**config.mk**
```make
export PLATFORM = sky130hd
export DESIGN_NAME = bus_cycle_seq
export DESIGN_NICKNAME = d
export VERILOG_FILES = /design/src/rtl/bus_seq_pkg.sv /design/src/rtl/bus_seq_latch.sv /design/src/rtl/bus_seq_fsm.sv /design/src/rtl/bus_seq_drive.sv /design/src/rtl/bus_seq_rdcap.sv /design/src/rtl/bus_cycle_seq.sv
export SDC_FILE = /design/constraint.sdc
export NUM_CORES = 1
export LEC_CHECK = 0
export BUFFER_PORTS_ARGS = -buffer_cell sky130_fd_sc_hd__buf_4
export CAP_MARGIN = 0
export CORE_MARGIN = 5
export CORE_UTILIZATION = 25
export DETAILED_ROUTE_END_ITERATION = 12
export HOLD_SLACK_MARGIN = 0.03
export SKIP_LAST_GASP = 1
export SYNTH_ARGS = -nofsm -noshare
export SYNTH_HDL_FRONTEND = slang
export SYNTH_SLANG_ARGS = --single-unit
```
**constraint.sdc**
```tcl
create_clock -name clk -period 1.4 [get_ports clk]
set_input_delay 0.28 -clock clk [delete_from_list [all_inputs] [get_ports clk]]
set_output_delay 0.28 -clock clk [all_outputs]
set_load 0.03 [all_outputs]
```
**src/rtl/bus_seq_pkg.sv**
```systemverilog
package bus_seq_pkg;

  typedef enum logic [2:0] {
    ST_IDLE  = 3'd0,
    ST_T1    = 3'd1,
    ST_T2    = 3'd2,
    ST_TW    = 3'd3,
    ST_T3    = 3'd4,
    ST_GRANT = 3'd5,
    ST_HOLD  = 3'd6
  } seq_state_t;

  localparam logic [2:0] CYC_FETCH = 3'd0;
  localparam logic [2:0] CYC_MRD   = 3'd1;
  localparam logic [2:0] CYC_MWR   = 3'd2;
  localparam logic [2:0] CYC_IN    = 3'd3;
  localparam logic [2:0] CYC_OUT   = 3'd4;
  localparam logic [2:0] CYC_INTA  = 3'd5;

  function automatic logic cyc_is_write(input logic [2:0] t);
    return (t == CYC_MWR) || (t == CYC_OUT);
  endfunction

  function automatic logic cyc_is_io(input logic [2:0] t);
    return (t == CYC_IN) || (t == CYC_OUT);
  endfunction

endpackage

```
**src/rtl/bus_seq_latch.sv**
```systemverilog
module bus_seq_latch
  import bus_seq_pkg::*;
#(
  parameter int ADDR_W = 16,
  parameter int DATA_W = 8,
  parameter int PORT_W = 8
) (
  input  logic              clk,
  input  logic              rst,
  input  logic              accept,
  input  logic [2:0]        req_type,
  input  logic [ADDR_W-1:0] req_addr,
  input  logic [DATA_W-1:0] req_wdata,
  output logic [2:0]        cur_type,
  output logic [ADDR_W-1:0] cur_addr,
  output logic [DATA_W-1:0] cur_wdata
);
  localparam int REP = ADDR_W / PORT_W;

  logic [ADDR_W-1:0] io_addr;

  // Port number is mirrored into every byte lane of the address bus.
  generate
    for (genvar g = 0; g < REP; g++) begin : g_port_lane
      assign io_addr[g*PORT_W +: PORT_W] = req_addr[PORT_W-1:0];
    end
    if (REP * PORT_W < ADDR_W) begin : g_pad
      assign io_addr[ADDR_W-1:REP*PORT_W] = '0;
    end
  endgenerate

  always_ff @(posedge clk) begin
    if (rst) begin
      cur_type  <= CYC_FETCH;
      cur_addr  <= '0;
      cur_wdata <= '0;
    end else if (accept) begin
      cur_type  <= req_type;
      cur_addr  <= cyc_is_io(req_type) ? io_addr : req_addr;
      cur_wdata <= req_wdata;
    end
  end

endmodule

```
**src/rtl/bus_seq_fsm.sv**
```systemverilog
module bus_seq_fsm
  import bus_seq_pkg::*;
(
  input  logic       clk,
  input  logic       rst,
  input  logic       req_valid,
  input  logic       cur_write,
  input  logic       ready,
  input  logic       hold,
  input  logic       halt,
  output seq_state_t state,
  output logic       hlda,
  output logic       req_ready,
  output logic       accept
);
  seq_state_t state_d;
  logic       hlda_d;
  logic       wr_hold_q, wr_hold_d;
  logic       in_data;
  logic       grant_edge;
  logic       idle_grant;

  assign in_data    = (state == ST_T2) || (state == ST_TW);
  assign grant_edge = in_data && ready && hold;
  assign idle_grant = (state == ST_IDLE) && halt && hold;

  always_comb begin
    req_ready = ((state == ST_IDLE) && !idle_grant) ||
                ((state == ST_HOLD) && !hold);
    accept    = req_valid && req_ready;
  end

  always_comb begin
    state_d   = state;
    hlda_d    = hlda;
    wr_hold_d = wr_hold_q;
    unique case (state)
      ST_IDLE: begin
        if (idle_grant) begin
          state_d = ST_GRANT;
          hlda_d  = 1'b1;
        end else if (accept) begin
          state_d = ST_T1;
        end
      end
      ST_T1: state_d = ST_T2;
      ST_T2, ST_TW: begin
        state_d = ready ? ST_T3 : ST_TW;
        if (grant_edge) begin
          if (cur_write) wr_hold_d = 1'b1;
          else           hlda_d    = 1'b1;
        end
      end
      ST_T3: begin
        wr_hold_d = 1'b0;
        if (hlda) begin
          state_d = ST_HOLD;
        end else if (wr_hold_q) begin
          state_d = ST_GRANT;
          hlda_d  = 1'b1;
        end else begin
          state_d = ST_IDLE;
        end
      end
      ST_GRANT: state_d = ST_HOLD;
      ST_HOLD: begin
        if (!hold) begin
          hlda_d  = 1'b0;
          state_d = accept ? ST_T1 : ST_IDLE;
        end
      end
      default: state_d = ST_IDLE;
    endcase
  end

  always_ff @(posedge clk) begin
    if (rst) begin
      state     <= ST_IDLE;
      hlda      <= 1'b0;
      wr_hold_q <= 1'b0;
    end else begin
      state     <= state_d;
      hlda      <= hlda_d;
      wr_hold_q <= wr_hold_d;
    end
  end

  AST_HLDA_RISE_POINT: assert property (@(posedge clk) disable iff (rst)
    $rose(hlda) |-> ((state == ST_T3) && !cur_write) || (state == ST_GRANT));

  AST_TW_AFTER_LOW_READY: assert property (@(posedge clk) disable iff (rst)
    (state == ST_TW) |-> !$past(ready));

  AST_T1_AFTER_ACCEPT: assert property (@(posedge clk) disable iff (rst)
    accept |=> (state == ST_T1));

endmodule

```
**src/rtl/bus_seq_drive.sv**
```systemverilog
module bus_seq_drive
  import bus_seq_pkg::*;
#(
  parameter int          ADDR_W  = 16,
  parameter int          DATA_W  = 8,
  parameter logic [7:0]  STAT_FETCH = 8'hA2,
  parameter logic [7:0]  STAT_MRD   = 8'h82,
  parameter logic [7:0]  STAT_MWR   = 8'h00,
  parameter logic [7:0]  STAT_IN    = 8'h42,
  parameter logic [7:0]  STAT_OUT   = 8'h10,
  parameter logic [7:0]  STAT_INTA  = 8'h23
) (
  input  logic              clk,
  input  logic              rst,
  input  seq_state_t        state,
  input  logic [2:0]        cur_type,
  input  logic [ADDR_W-1:0] cur_addr,
  input  logic [DATA_W-1:0] cur_wdata,
  output logic [ADDR_W-1:0] addr_out,
  output logic              addr_oe,
  output logic [DATA_W-1:0] data_out,
  output logic              data_oe,
  output logic              sync,
  output logic              dbin,
  output logic              wr_n,
  output logic              wait_st
);
  logic [7:0]        status;
  logic [DATA_W-1:0] status_w;
  logic              is_wr;
  logic              data_phase;
  logic              write_span;

  always_comb begin
    unique case (cur_type)
      CYC_FETCH: status = STAT_FETCH;
      CYC_MWR:   status = STAT_MWR;
      CYC_IN:    status = STAT_IN;
      CYC_OUT:   status = STAT_OUT;
      CYC_INTA:  status = STAT_INTA;
      default:   status = STAT_MRD;
    endcase
  end

  generate
    if (DATA_W > 8) begin : g_stat_wide
      assign status_w = {{(DATA_W-8){1'b0}}, status};
    end else begin : g_stat_narrow
      assign status_w = status[DATA_W-1:0];
    end
  endgenerate

  assign is_wr      = cyc_is_write(cur_type);
  assign data_phase = (state == ST_T2) || (state == ST_TW);
  assign write_span = is_wr && (data_phase || (state == ST_T3));

  always_comb begin
    addr_out = cur_addr;
    addr_oe  = (state != ST_HOLD);
    sync     = (state == ST_T1);
    wait_st  = (state == ST_TW);
    dbin     = !is_wr && data_phase;
    wr_n     = !write_span;
    data_oe  = (state == ST_T1) || write_span;
    data_out = (state == ST_T1) ? status_w : cur_wdata;
  end

  AST_DBIN_NO_DRIVE: assert property (@(posedge clk) disable iff (rst)
    dbin |-> !data_oe);

  AST_WR_DRIVES_BUS: assert property (@(posedge clk) disable iff (rst)
    !wr_n |-> data_oe && addr_oe);

  AST_SYNC_ONE_CLOCK: assert property (@(posedge clk) disable iff (rst)
    sync |=> !sync);

endmodule

```
**src/rtl/bus_seq_rdcap.sv**
```systemverilog
module bus_seq_rdcap
  import bus_seq_pkg::*;
#(
  parameter int DATA_W = 8
) (
  input  logic              clk,
  input  logic              rst,
  input  seq_state_t        state,
  input  logic              cur_write,
  input  logic              ready,
  input  logic [DATA_W-1:0] data_in,
  output logic              rd_valid,
  output logic [DATA_W-1:0] rd_data
);
  logic take;

  assign take = !cur_write && ready && ((state == ST_T2) || (state == ST_TW));

  always_ff @(posedge clk) begin
    if (rst) begin
      rd_valid <= 1'b0;
      rd_data  <= '0;
    end else begin
      rd_valid <= take;
      if (take) rd_data <= data_in;
    end
  end

  AST_RDV_ONE_CLOCK: assert property (@(posedge clk) disable iff (rst)
    rd_valid |=> !rd_valid);

endmodule

```
**src/rtl/bus_cycle_seq.sv**
```systemverilog
module bus_cycle_seq
  import bus_seq_pkg::*;
#(
  parameter int         ADDR_W     = 16,
  parameter int         DATA_W     = 8,
  parameter int         PORT_W     = 8,
  parameter logic [7:0] STAT_FETCH = 8'hA2,
  parameter logic [7:0] STAT_MRD   = 8'h82,
  parameter logic [7:0] STAT_MWR   = 8'h00,
  parameter logic [7:0] STAT_IN    = 8'h42,
  parameter logic [7:0] STAT_OUT   = 8'h10,
  parameter logic [7:0] STAT_INTA  = 8'h23
) (
  input  logic              clk,
  input  logic              rst,
  input  logic              req_valid,
  output logic              req_ready,
  input  logic [2:0]        req_type,
  input  logic [ADDR_W-1:0] req_addr,
  input  logic [DATA_W-1:0] req_wdata,
  input  logic              ready,
  input  logic              hold,
  input  logic              halt,
  output logic [ADDR_W-1:0] addr_out,
  output logic              addr_oe,
  output logic [DATA_W-1:0] data_out,
  output logic              data_oe,
  input  logic [DATA_W-1:0] data_in,
  output logic              sync,
  output logic              dbin,
  output logic              wr_n,
  output logic              wait_st,
  output logic              hlda,
  output logic              rd_valid,
  output logic [DATA_W-1:0] rd_data
);
  seq_state_t        state;
  logic              accept;
  logic [2:0]        cur_type;
  logic [ADDR_W-1:0] cur_addr;
  logic [DATA_W-1:0] cur_wdata;
  logic              cur_write;

  assign cur_write = cyc_is_write(cur_type);

  bus_seq_latch #(.ADDR_W(ADDR_W), .DATA_W(DATA_W), .PORT_W(PORT_W)) i_latch (
    .clk(clk), .rst(rst), .accept(accept),
    .req_type(req_type), .req_addr(req_addr), .req_wdata(req_wdata),
    .cur_type(cur_type), .cur_addr(cur_addr), .cur_wdata(cur_wdata)
  );

  bus_seq_fsm i_fsm (
    .clk(clk), .rst(rst), .req_valid(req_valid), .cur_write(cur_write),
    .ready(ready), .hold(hold), .halt(halt),
    .state(state), .hlda(hlda), .req_ready(req_ready), .accept(accept)
  );

  bus_seq_drive #(
    .ADDR_W(ADDR_W), .DATA_W(DATA_W),
    .STAT_FETCH(STAT_FETCH), .STAT_MRD(STAT_MRD), .STAT_MWR(STAT_MWR),
    .STAT_IN(STAT_IN), .STAT_OUT(STAT_OUT), .STAT_INTA(STAT_INTA)
  ) i_drive (
    .clk(clk), .rst(rst), .state(state), .cur_type(cur_type),
    .cur_addr(cur_addr), .cur_wdata(cur_wdata),
    .addr_out(addr_out), .addr_oe(addr_oe), .data_out(data_out), .data_oe(data_oe),
    .sync(sync), .dbin(dbin), .wr_n(wr_n), .wait_st(wait_st)
  );

  bus_seq_rdcap #(.DATA_W(DATA_W)) i_rdcap (
    .clk(clk), .rst(rst), .state(state), .cur_write(cur_write),
    .ready(ready), .data_in(data_in), .rd_valid(rd_valid), .rd_data(rd_data)
  );

  AST_WAIT_PERSISTS: assert property (@(posedge clk) disable iff (rst)
    wait_st && !ready |=> wait_st);

  AST_FLOAT_AFTER_HLDA: assert property (@(posedge clk) disable iff (rst)
    $rose(hlda) |=> !addr_oe && !data_oe);

  AST_WR_DATA_STABLE: assert property (@(posedge clk) disable iff (rst)
    !wr_n && $past(!wr_n) |-> $stable(data_out));

  AST_HLDA_IDLE_NO_HALT: assert property (@(posedge clk) disable iff (rst)
    (req_ready && !hlda && !halt) |=> !$rose(hlda));

endmodule

```
Word level (Yosys, flattened, before mapping)
Cells that the tools add are included.
Cells by class
  eq/ne operators: 19
  mux-type cells: 21
  reduce and logical (&&, ||, !) cells: 29
Operators by type and width (number)
  8-bit one-hot mux with 5 select lines: 1
  3-bit equality test, second input constant: 6
  3-bit two-way mux: 6
  3-bit one-hot mux with 6 select lines: 1
  16-bit two-way mux: 1
  3-bit by 2-bit equality test with 1-bit output, second input constant: 5
  1-bit logical AND: 11
  1-bit two-way mux: 9
  8-bit two-way mux: 1
  3-bit logical NOT: 2
  1-bit logical OR: 6
  2-bit by 1-bit != test with 1-bit output, second input constant: 3
  5-bit AND reduction: 1
  1-bit logical NOT: 4
  2-bit != test, second input constant: 2
  1-bit one-hot mux with 4 select lines: 1
  4-bit nonzero test: 1
  3-bit by 1-bit equality test with 1-bit output, second input constant: 1
  3-bit by 1-bit != test with 1-bit output, second input constant: 1
  3-bit != test, second input constant: 1
  3-bit AND reduction: 1
  1-bit one-hot mux with 2 select lines: 1
  2-bit AND reduction: 1
  2-bit nonzero test: 1
  2-bit OR reduction: 1
Word-level totals
  logic and storage cells: 77
  output and inout port bits: 41
  register bits: 41
  input port bits: 41

Depth between registers and ports, before layout
Gate-level depths: netlist (run 1).
  depth in word-level cells: 10
  gate-level depth with buffers: 7
  mapped depth without buffers: 4

Modules after synthesis
Synthesis (run 1) repeated with hierarchy kept, for this count alone.
Second synthesis, totals
  cell total of the unflattened synthesis: 242
  area, all modules: 2255.9 um^2
Modules (own cells, without submodules)
  bus_seq_latch: seq. area each 540.5 um^2, area an instance 1129.8 um^2, instances 1, cells each 110
  bus_seq_rdcap: seq. area each 180.2 um^2, area an instance 395.4 um^2, instances 1, cells each 37
  bus_seq_fsm: seq. area each 100.1 um^2, area an instance 379.1 um^2, instances 1, cells each 46
  bus_seq_drive: seq. area each 0.0 um^2, area an instance 339.1 um^2, instances 1, cells each 47
  bus_cycle_seq: seq. area each 0.0 um^2, area an instance 12.5 um^2, instances 1, cells each 2

Worst setup path after synthesis (run 1)
Ideal clock, no wire load.
  path type: reg-to-output
  start point: register i_fsm.state[0]
  end point: output port data_out[4]
  path slack: -673 ps
  arrival: 1793 ps
  buffers on the path: 1
  data required time: 1120 ps
  cell stages (with the launch flop): 4
  cells stage by stage: dfxtp_1 -> clkbuf_1 -> nand2_1 -> o41ai_1
On the way
  word-level cells in the longest chain between the ends: 2
RTL lines
  from (decl): line bus_seq_fsm.sv:11  | output seq_state_t state,
  from (signal assigned): line bus_seq_fsm.sv:82  | state <= state_d;
  3-bit by 1-bit equality test with 1-bit output: line bus_seq_drive.sv:65  | data_out = (state == ST_T1) ? status_w : cur_wdata;
  8-bit two-way mux: line bus_seq_drive.sv:65
  to (decl): line bus_cycle_seq.sv:26  | output logic [DATA_W-1:0] data_out,
Every way passes these cells.

Final worst setup path (run 1)
  start point: register i_fsm.state[1]
  end point: output port req_ready
On the way
  word-level cells in the longest chain between the ends: 6
  elaborated cells between the ends (all ways): 8
  those cells by class: eq/ne (1); reduce/logical (7)
RTL lines
  3-bit logical NOT: line bus_seq_fsm.sv:25, bus_seq_fsm.sv:28
  1-bit logical AND (2 in series): line bus_seq_fsm.sv:25  | assign idle_grant = (state == ST_IDLE) && halt && hold;
  1-bit logical NOT: line bus_seq_fsm.sv:28  | req_ready = ((state == ST_IDLE) && !idle_grant) ||
  1-bit logical AND: line bus_seq_fsm.sv:28
  1-bit logical OR (*): line bus_seq_fsm.sv:28
  to (decl): line bus_cycle_seq.sv:17  | output logic req_ready,
Mark *: on every way between the ends. The rest lies on a longest branch, timed or not.

==> impl_metrics.csv, run 1 <==
group,metric,value,unit
drt,dr_wl_met2,3866,um
pwr,p_sw,3204,uW
drt,drt_iter0_markers,59,
drt,top_layer_used,"met4",
die,rows,34,
drt,first_pass_iters,4,
pwr,powerDensity,1840,nW/um2
pwr,p_comb_frac,0.668,
clock_tree,cts_root_buf,"clkbuf_8",
timing,setup_slack,-336.6,ps
cells_and_area,diodes,0,
synth,synth_top_cell_area_share,0.3794,
clock_tree,clockBufferDepth,2,
critical_path,reg2reg_depth,9,
pwr,leakagePower,0.001831,uW
critical_path,start_kind,"flip-flop",
timing,timing.fmax,575.8,MHz
critical_path,rr_endpoint,"i_latch.cur_addr[8]$_SDFFE_PP0P_",
synth,syn_nets,312,
outcome,status,"finished with violations",
synth,yosys.cell_count.top_type,"nand2_1",
synth,synthTopCellsByArea,"dfxtp_1 38%, nand2_1 12%, a21oi_1 7.2%",
clock_tree,ctsHtreeMaxLevel,2,
synth,synth_top_area_cell,"dfxtp_1",
hold_path,hold_path.class,"input port to flip-flop",
pwr,ir_worst_vdd,0.6909,mV
global_route,grt_pass1_vias,2366,
global_route,grt_use_total,0.1412,
synth,ys_warn_count,0,
critical_path,critPathMaxFanout,7,
synth,synth_area,2163,um2
drt,vias,2378,
drt,routed_wl,7707,um
cells_and_area,fin_util,0.4833,
global_route,antenna_found_initial,0,
synth,synth_ff_type,"dfxtp_1",
drt,via_per_inst,4.747,
drt,ant_nets,0,
die,core-area,8593,um2
global_route,grt_max_degree,43,
timing,slew_headroom,0.5933,
pwr,sequentialPowerShare,0.230,
placed_design,portBuffers,81,
cells_and_area,layout-drive-gt1-share,0.6387,
synth,ys_types,50,
timing,finalCriticalPeriod,1737,ps
global_route,grt_pass1_wl,11710,um
clock_tree,cts_tree,"done",
drt,wl_met1,3447,um
critical_path,critPathKind,"flip-flop to output pin",
critical_path,critPathLaunch,"i_fsm.state[1]$_SDFFE_PP0P_",
pwr,pwr-share-clk,0.102,
critical_path,reg2reg_from,"i_fsm.state[1]$_SDFFE_PP0P_",
synth,synthCells,271,
critical_path,r2r_slack,-260,ps
timing,hold_viol,0,
die,ios,82,
synth,synth_edf_count,0,
run,cap_violations,0,
critical_path,worstSetupEndpoint,"req_ready",
die,die_w,103.0,um
timing,setup_violations,51,
timing,worst_pin_slew,610.0,ps
synth,yosysSeqAreaShare,0.3794,
critical_path,endpoint_kind,"output pin",
timing,finalMaxSlewViolations,0,
placed_design,routabilityCongestion,0.8647,
die,die_y,103.0,um
synth,syn_area_per_cell,7.983,um2
critical_path,arrival,1460,ps
global_route,overflow,0,
cells_and_area,area_delta_synth_final,91.96,%
pwr,p_int,4436,uW
critical_path,critPathRequiredTime,1120,ps
timing,fin_worst_skew,8.862,ps
drt,drc,0,
clock_tree,clock-sinks,41,
drt,wl_met3,353,um
drt,wl_per_cell,15.38,um
placed_design,dp_hpwl,4701,um
synth,synth.ff_latch_count,41,
synth,synthTopCellsByCount,"67 x nand2_1, 41 x dfxtp_1, 31 x a21oi_1, 21 x nor2_1, 10 x mux2i_1",
die,initial_core_util,0.2517,
timing,period_share,1.240,
outcome,violations,"setup timing",
clock_tree,cts_inserted_buffers,5,
clock_tree,clkTransAtPathRegs,80,ps
synth,synthArstFlopShare,0,
pwr,p_sw_frac,0.4194,
timing,finalSetupTns,-10620,ps
clock_tree,insertion_delay,290,ps
cells_and_area,fin_nets,433,
die,fp.dieArea,10610,um2
timing,rsz0062_at_grt,"yes",
## area by class of cell
class                      instances  area [um2]
timing repair buffer             137        1390
sequential                        41       840.8
multi-input combinational        204        1687
inverter                           3       13.76
clock buffer                       5       68.82
tap                              108       135.1
fill                             802        4441
clock inverter                     3       17.52
## sequential cells by signal (all words and copies together) (netlist names)
signal             flops
i_fsm.state            3
i_latch.cur_wdata      8
i_latch.cur_addr      16
i_fsm.hlda             1
i_rdcap.rd_data        8
i_fsm.wr_hold_q        1
i_rdcap.rd_valid       1
i_latch.cur_type       3
## power groups by stage
stage	clock [uW]	combinational, uW	sequential (uW)
final	781	5100	1760
after global routing	864	5400	1790
after CTS	814	4740	1700
after detailed placement	0	3280	1680
after global placement	0	3250	1680
after floorplan	0	2000	1900
## worst min path at each step
stage / from / end / slack, ps / cells after the start
2_1_floorplan: req_wdata[0] / i_latch.cur_wdata[0]$_SDFFE_PP0P_ / 420 / 2
3_3_place_gp: i_latch.cur_wdata[0]$_SDFFE_PP0P_ / i_latch.cur_wdata[0]$_SDFFE_PP0P_ / 440 / 2
3_5_place_dp: i_latch.cur_wdata[1]$_SDFFE_PP0P_ / i_latch.cur_wdata[1]$_SDFFE_PP0P_ / 450 / 2
4_1_cts: data_in[0] / i_rdcap.rd_data[0]$_SDFFE_PP0P_ / 220 / 3
5_1_grt: data_in[1] / i_rdcap.rd_data[1]$_SDFFE_PP0P_ / 220 / 3
6_report: data_in[0] / i_rdcap.rd_data[0]$_SDFFE_PP0P_ / 220 / 3
## metal layers
layer,vias to the layer above,global-route usage
met5,-,0
met4,0,0.03287
met3,4,0.03112
met2,48,0.2383
met1,1134,0.1839
li1,1192,-
## placed cells by master, fill, tap and decap left out, types with 2 or more instances in the layout
cell,netlist,layout
dfxtp_4,0,5
o31ai_4,0,2
buf_4,3,92
nor2_2,3,4
clkinv_2,0,2
and2_4,0,3
nand2b_4,0,2
a21oi_2,0,18
buf_8,0,3
a311oi_2,1,4
nand2_1,67,36
a311oi_1,5,2
nor2b_1,4,3
o21ai_4,0,3
mux2i_1,10,10
buf_12,1,8
a211oi_2,0,2
clkbuf_8,0,5
a31o_2,6,6
a21oi_1,31,13
nor2_1,21,15
buf_16,0,6
o21ai_0,9,4
nor2_4,0,5
dfxtp_1,41,35
o21ai_2,1,2
and3b_1,2,2
nand2_4,0,23
buf_6,4,27
nand3b_1,3,3
nand2_2,0,8
a22o_1,6,6
## per-stage QoR
step                      setup slack (ps)  hold WS [ps]  total power [uW]  instances  area, um2
after floorplan                     -109.0         416.0              3901        271       2310
after global placement              -124.1         441.7              4925        468       3152
after detailed placement            -152.5         448.3              4962        468       3152
after CTS                           -385.7         215.9              7258        500       3911
after global routing                -391.2         218.5              8052        501       4153
final                               -336.6         222.9              7640        501       4153
## timing repair
action | 4_1_cts | 5_1_grt
endpoints found under the setup margin | 44 | 53
cloned | 8 | 0
gates resized for setup | 83 | 68
setup buffers | 16 | 3
pin swaps | 32 | 42
hold buffers | 0 | 0
## worst max-delay path: stages, from the launching register on
cell and delay (ps):
dfxtp_4 400, or4bb_4 560, nand2_4 80, buf_6 120
## kinds of logic (layout without fill, tap and decap cells)
group	count (synthesis)	after routing	synth area share
DFF	41	41	0.3794
buffers and inverters	26	148	0.07518
and+or+nand+nor	114	114	0.2360
xor gates and xnor gates	2	2	0.008099
AOI/OAI and AO/OA	76	76	0.2447
muxes	12	12	0.05668
(Power assumes the default switching activity.)
==> run 2: changes to the inputs <==
--- a/config.mk
+++ b/config.mk
@@ -5,7 +5,7 @@
 export SDC_FILE = /design/constraint.sdc
 export NUM_CORES = 1
 export LEC_CHECK = 0
-export BUFFER_PORTS_ARGS = -buffer_cell sky130_fd_sc_hd__buf_4
+export BUFFER_PORTS_ARGS = -buffer_cell sky130_fd_sc_hd__buf_2
 export CAP_MARGIN = 0
 export CORE_MARGIN = 5
 export CORE_UTILIZATION = 25
==> impl_metrics.csv, run 2 (synthesis gave the netlist of run 1 again) <==
group,metric,value,unit
clock_tree,ctsHtreeMaxLevel,2,
timing,worst_pin_slew,511.5,ps
critical_path,arrival,1480,ps
drt,ant_nets,0,
cells_and_area,final_cell_mix,"67 x buf_2, 43 x nand2_1, 35 x dfxtp_1, 30 x buf_6, 28 x buf_4",
timing,timing.fmax,569.0,MHz
critical_path,critPathKind,"flip-flop to output pin",
timing,rsz0062_at_grt,"yes",
global_route,overflow,0,
clock_tree,cts_tree,"done",
drt,top_layer_used,"met4",
cells_and_area,fin_nets,439,
cells_and_area,fill_cells,842,
timing,slew_headroom,0.6590,
drt,wl_per_cell,15.37,um
drt,dr_wl_met2,4043,um
run,cap_violations,0,
global_route,grt_pass1_vias,2474,
placed_design,dp_hpwl,4839,um
die,ios,82,
cells_and_area,layout_commonest_cell,"buf_2",
timing,finalMaxSlewViolations,0,
hold_path,hold_path.class,"input port to flip-flop",
clock_tree,cts_inserted_buffers,5,
cells_and_area,regMostFlops,"i_latch.cur_addr",
clock_tree,clock-sinks,41,
clock_tree,hold_buffers,0,
drt,vias,2438,
timing,setup_slack,-357.6,ps
die,die_y,103.0,um
critical_path,r2r_slack,-270,ps
pwr,leakagePower,0.001773,uW
drt,first_pass_iters,4,
die,rows,34,
pwr,powerDensity,1941,nW/um2
drt,routed_wl,7794,um
pwr,ir_worst_vdd,0.8370,mV
drt,wl_met3,415,um
clock_tree,cts_root_buf,"clkbuf_8",
placed_design,portBuffers,81,
hold_path,hold_depth,3,
cells_and_area,diodes,0,
die,core-area,8593,um2
global_route,antenna_found_initial,0,
clock_tree,clkTransAtPathRegs,80,ps
placed_design,routabilityCongestion,0.8557,
timing,setup_violations,52,
cells_and_area,largest_reg_flops,16,
drt,drc,0,
outcome,violations,"setup timing",
timing,finalCriticalPeriod,1758,ps
global_route,grt_max_degree,23,
cells_and_area,reg.largest.list,"i_latch.cur_addr x16, i_latch.cur_wdata x8, i_rdcap.rd_data x8",
drt,wl_met1,3218,um
drt,drt_iter0_markers,38,
critical_path,endpoint_kind,"output pin",
critical_path,reg2reg_depth,9,
critical_path,critPathRequiredTime,1120,ps
timing,fin_worst_skew,9.305,ps
outcome,status,"finished with violations",
cells_and_area,area_delta_synth_final,81.43,%
drt,via_per_inst,4.809,
die,initial_core_util,0.2517,
global_route,grt_use_total,0.1355,
global_route,grt_pass1_wl,11450,um
critical_path,critPathMaxFanout,5,
placed_design,dp_slack,-119.7,ps
die,die_w,103.0,um
clock_tree,clockBufferDepth,2,
clock_tree,insertion_delay,290,ps
critical_path,start_kind,"flip-flop",
cells_and_area,layout-drive-gt1-share,0.6115,
timing,hold_viol,0,
die,fp.dieArea,10610,um2
pwr,p_total,7618,uW
timing,period_share,1.255,
-- run 2: repair_timing --
item                                    in CTS  in global routing
buffers inserted                            13                  8
pin swaps                                   13                 32
cloned                                       4                  3
gates resized for setup                     73                 67
endpoints found under the setup margin      49                 54
-- run 2: per-layer routing --
layer  up-vias  GRT usage
li1       1192          -
met1      1174     0.1561
met2        59     0.2457
met3        13    0.03721
met4         0    0.03586
met5         -          0
-- run 2: worst max-delay path, stage by stage, from the launching register on --
cell and delay [ps]:
dfxtp_4 370, buf_12 130, a211oi_4 200, or2b_1 300
nand2_4 70, buf_6 120
-- run 2: per-stage QoR --
stage,cells,hold slack (ps),util,setup TNS [ps],cell area (um2)
3_5_place_dp,476,448.0,0.3545,-1834,3047
6_report,507,221.9,0.4568,-12070,3925
3_3_place_gp,476,442.7,0.3545,-1807,3047
2_1_floorplan,271,416.0,-,-301.8,2310
4_1_cts,501,209.1,0.4231,-11800,3636
5_1_grt,507,208.9,0.4568,-15370,3925
-- run 2: layout make-up --
| class | instances | area (um2) | share of cell area |
|---|---|---|---|
| Clock buffer | 7 | 86.33 | 0.02200 |
| Tap cell | 108 | 135.1 | 0.03443 |
| Timing Repair Buffer | 143 | 1249 | 0.3181 |
| Sequential cell | 41 | 838.3 | 0.2136 |
| Clock inverter | 1 | 30.03 | 0.007651 |
| Multi-Input combinational cell | 204 | 1573 | 0.4007 |
| Inverter | 3 | 13.76 | 0.003507 |
-- run 2: path summary, 6_finish.rpt --
path / start / end
setup / recovery: i_fsm.state[2]$_SDFFE_PP0P_ / req_ready
hold / removal: req_wdata[3] / i_latch.cur_wdata[3]$_SDFFE_PP0P_
setup reg to reg: i_fsm.state[2]$_SDFFE_PP0P_ / i_latch.cur_type[2]$_SDFFE_PP0P_
hold reg to reg: i_latch.cur_addr[2]$_SDFFE_PP0P_ / i_latch.cur_addr[2]$_SDFFE_PP0P_
-- run 2: where the power goes --
| part | internal (uW) | total [uW] | leakage, uW | switching (uW) |
|---|---|---|---|---|
| clock | 582 | 1010 | 0.0000585 | 424 |
| combinational | 2510 | 4940 | 0.00138 | 2430 |
| sequential | 1440 | 1670 | 0.000338 | 228 |
| total | 4540 | 7620 | 0.00177 | 3080 |
==> run 3: changes to the inputs <==
--- a/config.mk
+++ b/config.mk
@@ -11,6 +11,7 @@
 export CORE_UTILIZATION = 25
 export DETAILED_ROUTE_END_ITERATION = 12
 export HOLD_SLACK_MARGIN = 0.03
+export RECOVER_POWER = 50
 export SKIP_LAST_GASP = 1
 export SYNTH_ARGS = -nofsm -noshare
 export SYNTH_HDL_FRONTEND = slang
==> impl_metrics.csv, run 3 (synthesis gave the netlist of run 1 again) <==
group,metric,value,unit
clock_tree,insertion_delay,290,ps
global_route,overflow,0,
run,cap_violations,0,
timing,rsz0062_at_grt,"yes",
global_route,grt_pass1_wl,11450,um
critical_path,endpoint_kind,"output pin",
global_route,antenna_found_initial,0,
die,initial_core_util,0.2517,
cells_and_area,layout-drive-gt1-share,0.5764,
critical_path,worstSetupEndpoint,"req_ready",
outcome,violations,"setup timing",
timing,period_share,1.255,
pwr,ir_worst_vdd,0.8307,mV
die,rows,34,
critical_path,critPathKind,"flip-flop to output pin",
die,die_w,103.0,um
global_route,grt_pass1_vias,2474,
placed_design,routabilityCongestion,0.8557,
pwr,powerDensity,1946,nW/um2
critical_path,arrival,1480,ps
die,core-area,8593,um2
placed_design,dp_hpwl,4839,um
cells_and_area,fin_util,0.4547,
die,ios,82,
timing,finalMaxSlewViolations,0,
hold_path,hold_path.class,"input port to flip-flop",
cells_and_area,reg.largest.list,"i_latch.cur_addr x16, i_latch.cur_wdata x8, i_rdcap.rd_data x8",
drt,vias,2444,
cells_and_area,regMostFlops,"i_latch.cur_addr",
clock_tree,cts_inserted_buffers,5,
critical_path,critPathLaunch,"i_fsm.state[2]$_SDFFE_PP0P_",
clock_tree,cts_tree,"done",
critical_path,reg2reg_from,"i_fsm.state[2]$_SDFFE_PP0P_",
critical_path,start_kind,"flip-flop",
drt,first_pass_iters,4,
drt,wl_per_cell,15.38,um
timing,slew_headroom,0.6601,
cells_and_area,fill_cells,841,
outcome,status,"finished with violations",
timing,worst_pin_slew,509.8,ps
drt,via_per_inst,4.821,
placed_design,portBuffers,81,
clock_tree,cts_root_buf,"clkbuf_8",
pwr,p_total,7604,uW
clock_tree,clockBufferDepth,2,
critical_path,critPathMaxFanout,5,
timing,timing.fmax,569.0,MHz
critical_path,critPathRequiredTime,1120,ps
cells_and_area,largest_reg_flops,16,
clock_tree,clock-sinks,41,
die,fp.dieArea,10610,um2
timing,hold_viol,0,
pwr,leakagePower,0.001714,uW
timing,setup_slack,-357.6,ps
global_route,grt_use_total,0.1355,
timing,setup_violations,51,
drt,drt_iter0_markers,35,
drt,drc,0,
drt,ant_nets,0,
clock_tree,ctsHtreeMaxLevel,2,
drt,routed_wl,7800,um
timing,fin_worst_skew,9.311,ps
timing,finalCriticalPeriod,1758,ps
global_route,grt_max_degree,23,
critical_path,rr_endpoint,"i_latch.cur_type[2]$_SDFFE_PP0P_",
clock_tree,clkTransAtPathRegs,80,ps
critical_path,reg2reg_depth,9,
cells_and_area,area_delta_synth_final,80.62,%
cells_and_area,diodes,0,
die,die_y,103.0,um
timing,fin_hold_ws,221.7,ps
cells_and_area,final_cell_mix,"53 x buf_2, 43 x nand2_1, 35 x dfxtp_1, 30 x buf_6, 28 x buf_4",
critical_path,r2r_slack,-270,ps
cells_and_area,fin_nets,439,
cells_and_area,layout_commonest_cell,"buf_2",
[run 3: changes by cell type in the layout (fill, tap and decap cells not counted), sizes merged]
| cell | previous run | this run |
|---|---|---|
| buf | 140 | 126 |
| clkbuf | 10 | 24 |
[run 3: report_power, final]
| group | internal, uW | switching, uW |
|---|---|---|
| registers | 1440 | 230 |
| logic | 2500 | 2430 |
| clock network | 582 | 424 |
| total | 4520 | 3080 |
[run 3: how the worst min path moves through the flow]
stage,to,slack (ps),from,depth (start not counted)
2_1_floorplan,i_latch.cur_wdata[0]$_SDFFE_PP0P_,420,req_wdata[0],2
3_3_place_gp,i_latch.cur_addr[7]$_SDFFE_PP0P_,440,i_latch.cur_addr[7]$_SDFFE_PP0P_,2
3_5_place_dp,i_latch.cur_addr[2]$_SDFFE_PP0P_,450,i_latch.cur_addr[2]$_SDFFE_PP0P_,2
4_1_cts,i_rdcap.rd_data[4]$_SDFFE_PP0P_,210,data_in[4],3
5_1_grt,i_latch.cur_wdata[2]$_SDFFE_PP0P_,210,req_wdata[2],3
6_report,i_rdcap.rd_data[1]$_SDFFE_PP0P_,220,data_in[1],3
[run 3: per-stage QoR]
| stage | area (um2) | cells | setup WS [ps] | setup TNS [ps] |
|---|---|---|---|---|
| floorplan | 2310 | 271 | -109.0 | -301.8 |
| global placement | 3047 | 476 | -113.2 | -1807 |
| detailed placement | 3047 | 476 | -119.7 | -1834 |
| CTS | 3636 | 501 | -367.6 | -11800 |
| global route | 3908 | 507 | -432.4 | -15370 |
| finish | 3908 | 507 | -357.6 | -12050 |
[run 3: area by class of cell]
type | count | area (um2) | share of cell area
repair buffers | 143 | 1231 | 0.3151
flip-flops and latches | 41 | 838.3 | 0.2145
well taps | 108 | 135.1 | 0.03458
clock inverters | 1 | 30.03 | 0.007685
inverters | 3 | 13.76 | 0.003522
clock buffers | 7 | 86.33 | 0.02209
multi-input cells | 204 | 1573 | 0.4025
[run 3: layer usage]
metal  global-route usage  vias up  routed length, um
met5                    0        -                  0
met4              0.03586        0                116
met3              0.03721       13                416
met2               0.2457       60               4045
met1               0.1561     1178               3222
li1                     -     1193                  -
[run 3: critical path, cell delays in order, from the launching register on]
cell      delay (ps)
dfxtp_4          370
buf_12           130
a211oi_4         200
or2b_1           300
nand2_4           70
buf_6            120
[run 3: timing repair]
action / in CTS / in global routing
endpoints found under the setup margin: 49 / 54
resized for setup: 73 / 67
setup buffers: 13 / 8
pin swaps: 13 / 32
gates cloned: 4 / 3
hold buffers: 0 / 0
